## config.mk

```make
export PLATFORM = sky130hd
export DESIGN_NAME = trc_arm_ctrl
export DESIGN_NICKNAME = d
export VERILOG_FILES = /design/src/rtl/trc_pkg.sv /design/src/rtl/trc_edge_det.sv /design/src/rtl/trc_evt_sel.sv /design/src/rtl/trc_wr_ptr.sv /design/src/rtl/trc_arm_ctrl.sv
export SDC_FILE = /design/constraint.sdc
export NUM_CORES = 1
export LEC_CHECK = 0
export BUFFER_PORTS_ARGS = -buffer_cell sky130_fd_sc_hd__buf_4
export CORE_MARGIN = 3
export CORE_UTILIZATION = 45
export DETAILED_ROUTE_END_ITERATION = 10
export HOLD_SLACK_MARGIN = 0.1
export PLACE_DENSITY = 0.9
export SLEW_MARGIN = 20
export SYNTH_ARGS = -nofsm -noshare
export SYNTH_HDL_FRONTEND = slang
export SYNTH_HIERARCHICAL = 1
export SYNTH_SLANG_ARGS = --single-unit
```

## constraint.sdc

```tcl
create_clock -name clk_i -period 2.9 [get_ports clk_i]
set_input_delay 0.58 -clock clk_i [delete_from_list [all_inputs] [get_ports clk_i]]
set_output_delay 0.58 -clock clk_i [all_outputs]
set_load 0.02 [all_outputs]
```

## src/rtl/trc_pkg.sv

```systemverilog
package trc_pkg;
  typedef enum logic [1:0] {
    ST_IDLE    = 2'd0,
    ST_ARMED   = 2'd1,
    ST_TRIG    = 2'd2,
    ST_STOPPED = 2'd3
  } trc_state_e;

  typedef enum logic [2:0] {
    EV_NONE = 3'd0,
    EV_WPT  = 3'd1,
    EV_TBC  = 3'd2,
    EV_PMON = 3'd3,
    EV_RISE = 3'd4,
    EV_FALL = 3'd5,
    EV_CEQ  = 3'd6,
    EV_CNE  = 3'd7
  } trc_evt_e;
endpackage

```

## src/rtl/trc_edge_det.sv

```systemverilog
module trc_edge_det (
  input  logic clk_i,
  input  logic rst_ni,
  input  logic pin_i,
  output logic rise_o,
  output logic fall_o
);
  logic pin_q;

  always_ff @(posedge clk_i or negedge rst_ni) begin
    if (!rst_ni) pin_q <= 1'b0;
    else         pin_q <= pin_i;
  end

  assign rise_o = pin_i & ~pin_q;
  assign fall_o = ~pin_i & pin_q;
endmodule

```

## src/rtl/trc_evt_sel.sv

```systemverilog
module trc_evt_sel
  import trc_pkg::*;
(
  input  logic [2:0] sel_i,
  input  logic       zero_evt_i,
  input  logic       wpt_i,
  input  logic       tbc_i,
  input  logic       pmon_i,
  input  logic       rise_i,
  input  logic       fall_i,
  input  logic       ctx_eq_i,
  output logic       evt_o
);
  always_comb begin
    unique case (trc_evt_e'(sel_i))
      EV_NONE: evt_o = zero_evt_i;
      EV_WPT:  evt_o = wpt_i;
      EV_TBC:  evt_o = tbc_i;
      EV_PMON: evt_o = pmon_i;
      EV_RISE: evt_o = rise_i;
      EV_FALL: evt_o = fall_i;
      EV_CEQ:  evt_o = ctx_eq_i;
      EV_CNE:  evt_o = ~ctx_eq_i;
      default: evt_o = 1'b0;
    endcase
  end
endmodule

```

## src/rtl/trc_wr_ptr.sv

```systemverilog
module trc_wr_ptr #(
  parameter int unsigned DEPTH = 16,
  parameter int unsigned PTR_W = (DEPTH > 1) ? $clog2(DEPTH) : 1
) (
  input  logic             clk_i,
  input  logic             rst_ni,
  input  logic             clear_i,
  input  logic             wr_i,
  output logic [PTR_W-1:0] ptr_o,
  output logic             last_wr_o,
  output logic             full_o
);
  localparam logic [PTR_W-1:0] LAST = PTR_W'(DEPTH - 1);

  logic [PTR_W-1:0] ptr_q, ptr_inc;
  logic             full_q;

  assign last_wr_o = wr_i && (ptr_q == LAST);

  // power-of-two depth wraps naturally; otherwise compare
  generate
    if (DEPTH == (1 << PTR_W)) begin : g_pow2
      assign ptr_inc = ptr_q + 1'b1;
    end else begin : g_npow2
      assign ptr_inc = (ptr_q == LAST) ? '0 : ptr_q + 1'b1;
    end
  endgenerate

  always_ff @(posedge clk_i or negedge rst_ni) begin
    if (!rst_ni) begin
      ptr_q  <= '0;
      full_q <= 1'b0;
    end else if (clear_i) begin
      ptr_q  <= '0;
      full_q <= 1'b0;
    end else if (wr_i) begin
      ptr_q <= ptr_inc;
      if (last_wr_o) full_q <= 1'b1;
    end
  end

  assign ptr_o  = ptr_q;
  assign full_o = full_q;
endmodule

```

## src/rtl/trc_arm_ctrl.sv

```systemverilog
module trc_arm_ctrl
  import trc_pkg::*;
#(
  parameter int unsigned CTX_W        = 8,
  parameter int unsigned DEPTH        = 16,
  parameter logic [7:0]  IF_RSVD_MASK = 8'b1000_1000,
  localparam int unsigned PTR_W       = (DEPTH > 1) ? $clog2(DEPTH) : 1
) (
  input  logic             clk_i,
  input  logic             rst_ni,
  input  logic             enable_i,
  input  logic [2:0]       start_sel_i,
  input  logic [2:0]       stop_sel_i,
  input  logic [2:0]       if_sel_i,
  input  logic             wpt_hit_i,
  input  logic             tbc_hit_i,
  input  logic             pmon_ovf_i,
  input  logic             ext_trig_i,
  input  logic [CTX_W-1:0] ctx_id_i,
  input  logic [CTX_W-1:0] ctx_prog_i,
  input  logic             cap_valid_i,
  output logic [2:0]       if_sel_o,
  output logic             armed_o,
  output logic             triggered_o,
  output logic             stopped_o,
  output logic             trig_seen_o,
  output logic             wr_en_o,
  output logic [PTR_W-1:0] wr_ptr_o,
  output logic             full_o
);
  trc_state_e state_q, state_d;
  logic trig_seen_q;
  logic rise, fall, ctx_eq;
  logic start_evt, stop_evt, last_wr, if_rsvd, ptr_clear;

  trc_edge_det u_edge (
    .clk_i  (clk_i),
    .rst_ni (rst_ni),
    .pin_i  (ext_trig_i),
    .rise_o (rise),
    .fall_o (fall)
  );

  assign ctx_eq = (ctx_id_i == ctx_prog_i);

  // start code 0: always present; stop code 0: last entry written
  trc_evt_sel u_start_sel (
    .sel_i      (start_sel_i),
    .zero_evt_i (1'b1),
    .wpt_i      (wpt_hit_i),
    .tbc_i      (tbc_hit_i),
    .pmon_i     (pmon_ovf_i),
    .rise_i     (rise),
    .fall_i     (fall),
    .ctx_eq_i   (ctx_eq),
    .evt_o      (start_evt)
  );

  trc_evt_sel u_stop_sel (
    .sel_i      (stop_sel_i),
    .zero_evt_i (last_wr),
    .wpt_i      (wpt_hit_i),
    .tbc_i      (tbc_hit_i),
    .pmon_i     (pmon_ovf_i),
    .rise_i     (rise),
    .fall_i     (fall),
    .ctx_eq_i   (ctx_eq),
    .evt_o      (stop_evt)
  );

  assign if_rsvd   = IF_RSVD_MASK[if_sel_i];
  assign wr_en_o   = enable_i && (state_q == ST_TRIG) && cap_valid_i && !if_rsvd;
  assign ptr_clear = !enable_i || (state_q == ST_IDLE);

  trc_wr_ptr #(
    .DEPTH (DEPTH),
    .PTR_W (PTR_W)
  ) u_ptr (
    .clk_i     (clk_i),
    .rst_ni    (rst_ni),
    .clear_i   (ptr_clear),
    .wr_i      (wr_en_o),
    .ptr_o     (wr_ptr_o),
    .last_wr_o (last_wr),
    .full_o    (full_o)
  );

  always_comb begin
    state_d = state_q;
    if (!enable_i) begin
      state_d = ST_IDLE;
    end else begin
      unique case (state_q)
        ST_IDLE:    state_d = ST_ARMED;
        ST_ARMED:   if (start_evt) state_d = ST_TRIG;
        ST_TRIG:    if (stop_evt && trig_seen_q) state_d = ST_STOPPED;
        ST_STOPPED: state_d = ST_STOPPED;
        default:    state_d = ST_IDLE;
      endcase
    end
  end

  always_ff @(posedge clk_i or negedge rst_ni) begin
    if (!rst_ni) begin
      state_q     <= ST_IDLE;
      trig_seen_q <= 1'b0;
    end else begin
      state_q <= state_d;
      if (!enable_i)                              trig_seen_q <= 1'b0;
      else if (state_q == ST_ARMED && start_evt)  trig_seen_q <= 1'b1;
    end
  end

  assign if_sel_o    = if_sel_i;
  assign armed_o     = (state_q == ST_ARMED);
  assign triggered_o = (state_q == ST_TRIG);
  assign stopped_o   = (state_q == ST_STOPPED);
  assign trig_seen_o = trig_seen_q;
endmodule

```

==> summary.md <==
| Metric | Value |
|---|---|
| Status | `finished clean` |
| Sequential Area | `225 sq um` |
| Post-Route Setup TNS | `0 ps` |
| Worst path max stage delay | `440 ps` |
| Largest net degree at the start of global routing | `10` |
| Max_cap viols | `0` |
| Fraction of layout cells with a size suffix above 1 | `48.7%` |
| Clock sink count | `9` |
| Antenna Cells | `0` |
| Placer congestion estimate | `0.807` |
| Post-Layout Inst Area | `1070 sq um` |
| Critical path startpoint category | `register` |
| Yosys cell types | `32` |
| Critical Path RT | `3070 ps` |
| Critical Path AT | `2520 ps` |
| Clk slew on worst S/H paths | `around 60 ps` |
| CTS Hold Bufs | `0` |
| Mapped Nets | `approximately 110` |
| Skew-Pair Late Insertion Delay | `roughly 260 ps` |
| Via/cell ratio | `roughly 5.3` |
| Synth area leaders | `dfrtp_1 31%, xnor2_1 13%, mux2_1 6.1%, nor2b_4 3.7%, nand2b_1 3.4%` |
| Main combinational cell family by area after synthesis | `simple AND/OR/NAND/NOR gates` |
| Clk pwr share | `27.5%` |
| Area Overhead vs Synth | `45.3%` |
| First-pass GRT wire length | `2.71 mm` |
| R2r setup slk | `550 ps` |
| Mux contribution to synthesized area | `9.49%` |
| Worst path bufs/invs | `0` |
| Min Hold Slack | `131 ps` |
| CTS buffer count | `3` |
| Synth top area share | `30.5%` |
| Synth Register Bits | `9` |
| Sequential share of power | `39.8%` |
| Area of the multi-input gates | `475 sq um` |
| Initial Utilization | `between 50% and 60%` |
| DRT Wirelength | `roughly 1.7 mm` |
| Via count | `689` |
| VDD IR max | `243 uV` |
| Net Sw Power | `100 uW` |
| Post-Synth XOR/XNOR Area | `13.1%` |
| Boundary Pins | `46` |
| Hold WC Path Type | `input port to async pin` |
| CTS max path bufs | `2` |
| CTS tree | `done` |
| Fillers | `102` |
| Sequential area share after synthesis | `around 31%` |
| Post-route minimum period | `2350 ps` |
| Detailed Route Iter0 Violations | `8` |
| Nets | `150` |
| Comb pwr share | `32.8%` |
| Post-CTS setup buffer count | `0` |
| Final setup viols | `0` |
| Die X | `46.5 microns` |
| Cts repair resizes | `0` |
| CP Max Fanout | `7` |
| PwrDens | `325 nW/um^2` |
| Final Skew | `4.08 ps` |
| Maximum clock rate | `426 MHz` |
| Post-DP Area | `1050 sq um` |
| WS Path Type | `register to register` |
| Worst path cell trace | `nor2b_4 > nand3_2 > a21oi_2 > and4_1 > nor2b_1 > a2111oi_0 > a311oi_1 > nand2_1 > a221oi_2` |
| Remaining DRCs | `0` |
| Int Pwr | `between 200 and 250 uW` |
| Final period util | `80.9%` |
| CP max stage cell | `dfrtp_1` |
| Wirelength per Cell | `around 13 microns` |
| Final Hold Fails | `0` |
| Final core occ | `75.8%` |
| Area of the mapped netlist | `around 740 sq um` |
| Setup crit end kind | `register` |
| Post-Synth Simple-Gate Area | `24.6%` |
| CP top delay family | `compound AO/OA/AOI/OAI gates` |
| DRT Pass-1 Iters | `4` |
| Yosys top cell by area | `dfrtp_1` |
| Initial antenna violation count | `0` |
| Post-synthesis adder-cell area fraction | `1.69%` |
| Post-synthesis compound-gate area fraction | `15.1%` |
| Row cnt | `13` |
| Max Transition Viols Final | `0` |
| Reg2reg start | `state_q[1]` |
| Cells after synthesis | `72` |
| Warning count from the yosys run | `6` |
| Worst-Margin Slew | `between 500 and 600 ps` |
| Core Area | `1420 sq um` |
| CTS H-tree lvls | `1` |
| RSZ-0062 raised after global routing | `no` |
| Post-DP HPWL | `1.46 mm` |
| Die footprint | `2160 sq um` |
| Gr ovfl total | `0` |
| DIE HEIGHT | `46.5 microns` |
| Syn avg cell area | `10.3 sq um` |
| Leakage | `0.000528 uW` |
| Power Total | `349 uW` |
| Clock Tree Root | `clkbuf_4` |
| Slew HR | `59.7%` |
| GRT Total Usage | `17.2%` |
| Vias in the first global route | `about 710` |
| Port buffer count | `43` |
| Beginning of the critical path | `state_q[1]` |
| DRT antenna net count | `0` |
| Switching Fraction | `28.7%` |
## through the flow
stage / cells / setup WS, ps
CTS: 130 / 576
detailed placement: 126 / 606
floorplan: 72 / 697
global placement: 126 / 736
finish: 130 / 553
global route: 130 / 407
## metal layers
layer | global-route usage (%) | part of all wire [%] | up-vias
met2 | 31.0 | 54 | 30
met4 | 4.55 | 0.47 | 0
met1 | 20.3 | 39 | 316
li1 | - | - | 341
met3 | 3.52 | 6.6 | 2
met5 | 0 | 0 | -
## Yosys cell counts
master / n
nand3_2: 1
nand4_4: 1
xnor2_1: 11
o21ba_1: 1
a311oi_1: 2
nor2b_1: 3
inv_1: 1
nand2b_1: 4
nand2_1: 1
a2111oi_0: 2
a21oi_2: 1
a221oi_2: 1
and2b_2: 1
mux2i_1: 1
nand4_1: 2
o21ai_0: 1
nor2_1: 6
ha_1: 1
nand3b_1: 1
mux2_1: 4
and2b_1: 1
mux2_4: 1
a21oi_1: 3
a21bo_2: 1
o22ai_1: 2
buf_4: 3
conb_1: 1
buf_6: 1
and2_2: 1
dfrtp_1: 9
nor2b_4: 2
and4_1: 1
## state kept, by name, indices dropped and copies added (netlist names)
name,cells
state_q,2
u_edge/pin_q,1
trig_seen_o,1
u_ptr/full_o,1
u_ptr/ptr_o,4
## worst register-to-register path: stages (launching register included)
cell       delay [ps]
dfrtp_1           440
nor2b_4           230
nand3_2            90
a21oi_2           360
and4_1            290
nor2b_1           150
a2111oi_0          80
a311oi_1          300
nand2_1           110
a221oi_2          230
## cell usage in the layout, fill, tap and decap left out, types with 3 or more instances in the layout
| cell type | count |
|---|---|
| clkbuf_4 | 3 |
| nand2b_1 | 4 |
| mux2_1 | 4 |
| dfrtp_1 | 9 |
| xnor2_1 | 11 |
| buf_4 | 43 |
| a21oi_1 | 3 |
| nor2b_1 | 3 |
| nor2_1 | 6 |
## final timing paths
check / endpoint / depth (start not counted)
max in group asynchronous: state_q[0] / 1
min in group clk_i: u_edge/pin_q / 1
max reg2reg: state_q[0] / 9
min reg2reg: u_ptr/full_o / 1
max: state_q[0] / 9
min: trig_seen_o / 1
## power by group through the flow
stage | registers (uW) | logic [uW] | clock network, uW
after floorplan | 141 | 57.5 | 0
after global routing | 139 | 123 | 105
after CTS | 139 | 115 | 98.6
after global placement | 141 | 111 | 0
after detailed placement | 141 | 114 | 0
final | 139 | 114 | 95.8
## kinds of logic (layout without fill, tap and decap cells)
kind of cell / after synthesis / count (layout)
mux: 6 / 6
other cells: 1 / 1
buf+inv: 5 / 48
simple gates: 25 / 25
flops: 9 / 9
xor+xnor: 11 / 11
fa+ha+maj: 1 / 1
compound gates: 14 / 14
## cell type report
cell class,count,area share [%]
multi-input cells,58,44.3
flip-flops and latches,9,21.0
repair buffers,43,30.1
inverters,1,0.350
clock buffers,4,2.45
well taps,15,1.75
Power figures use the tool's default switching activity.
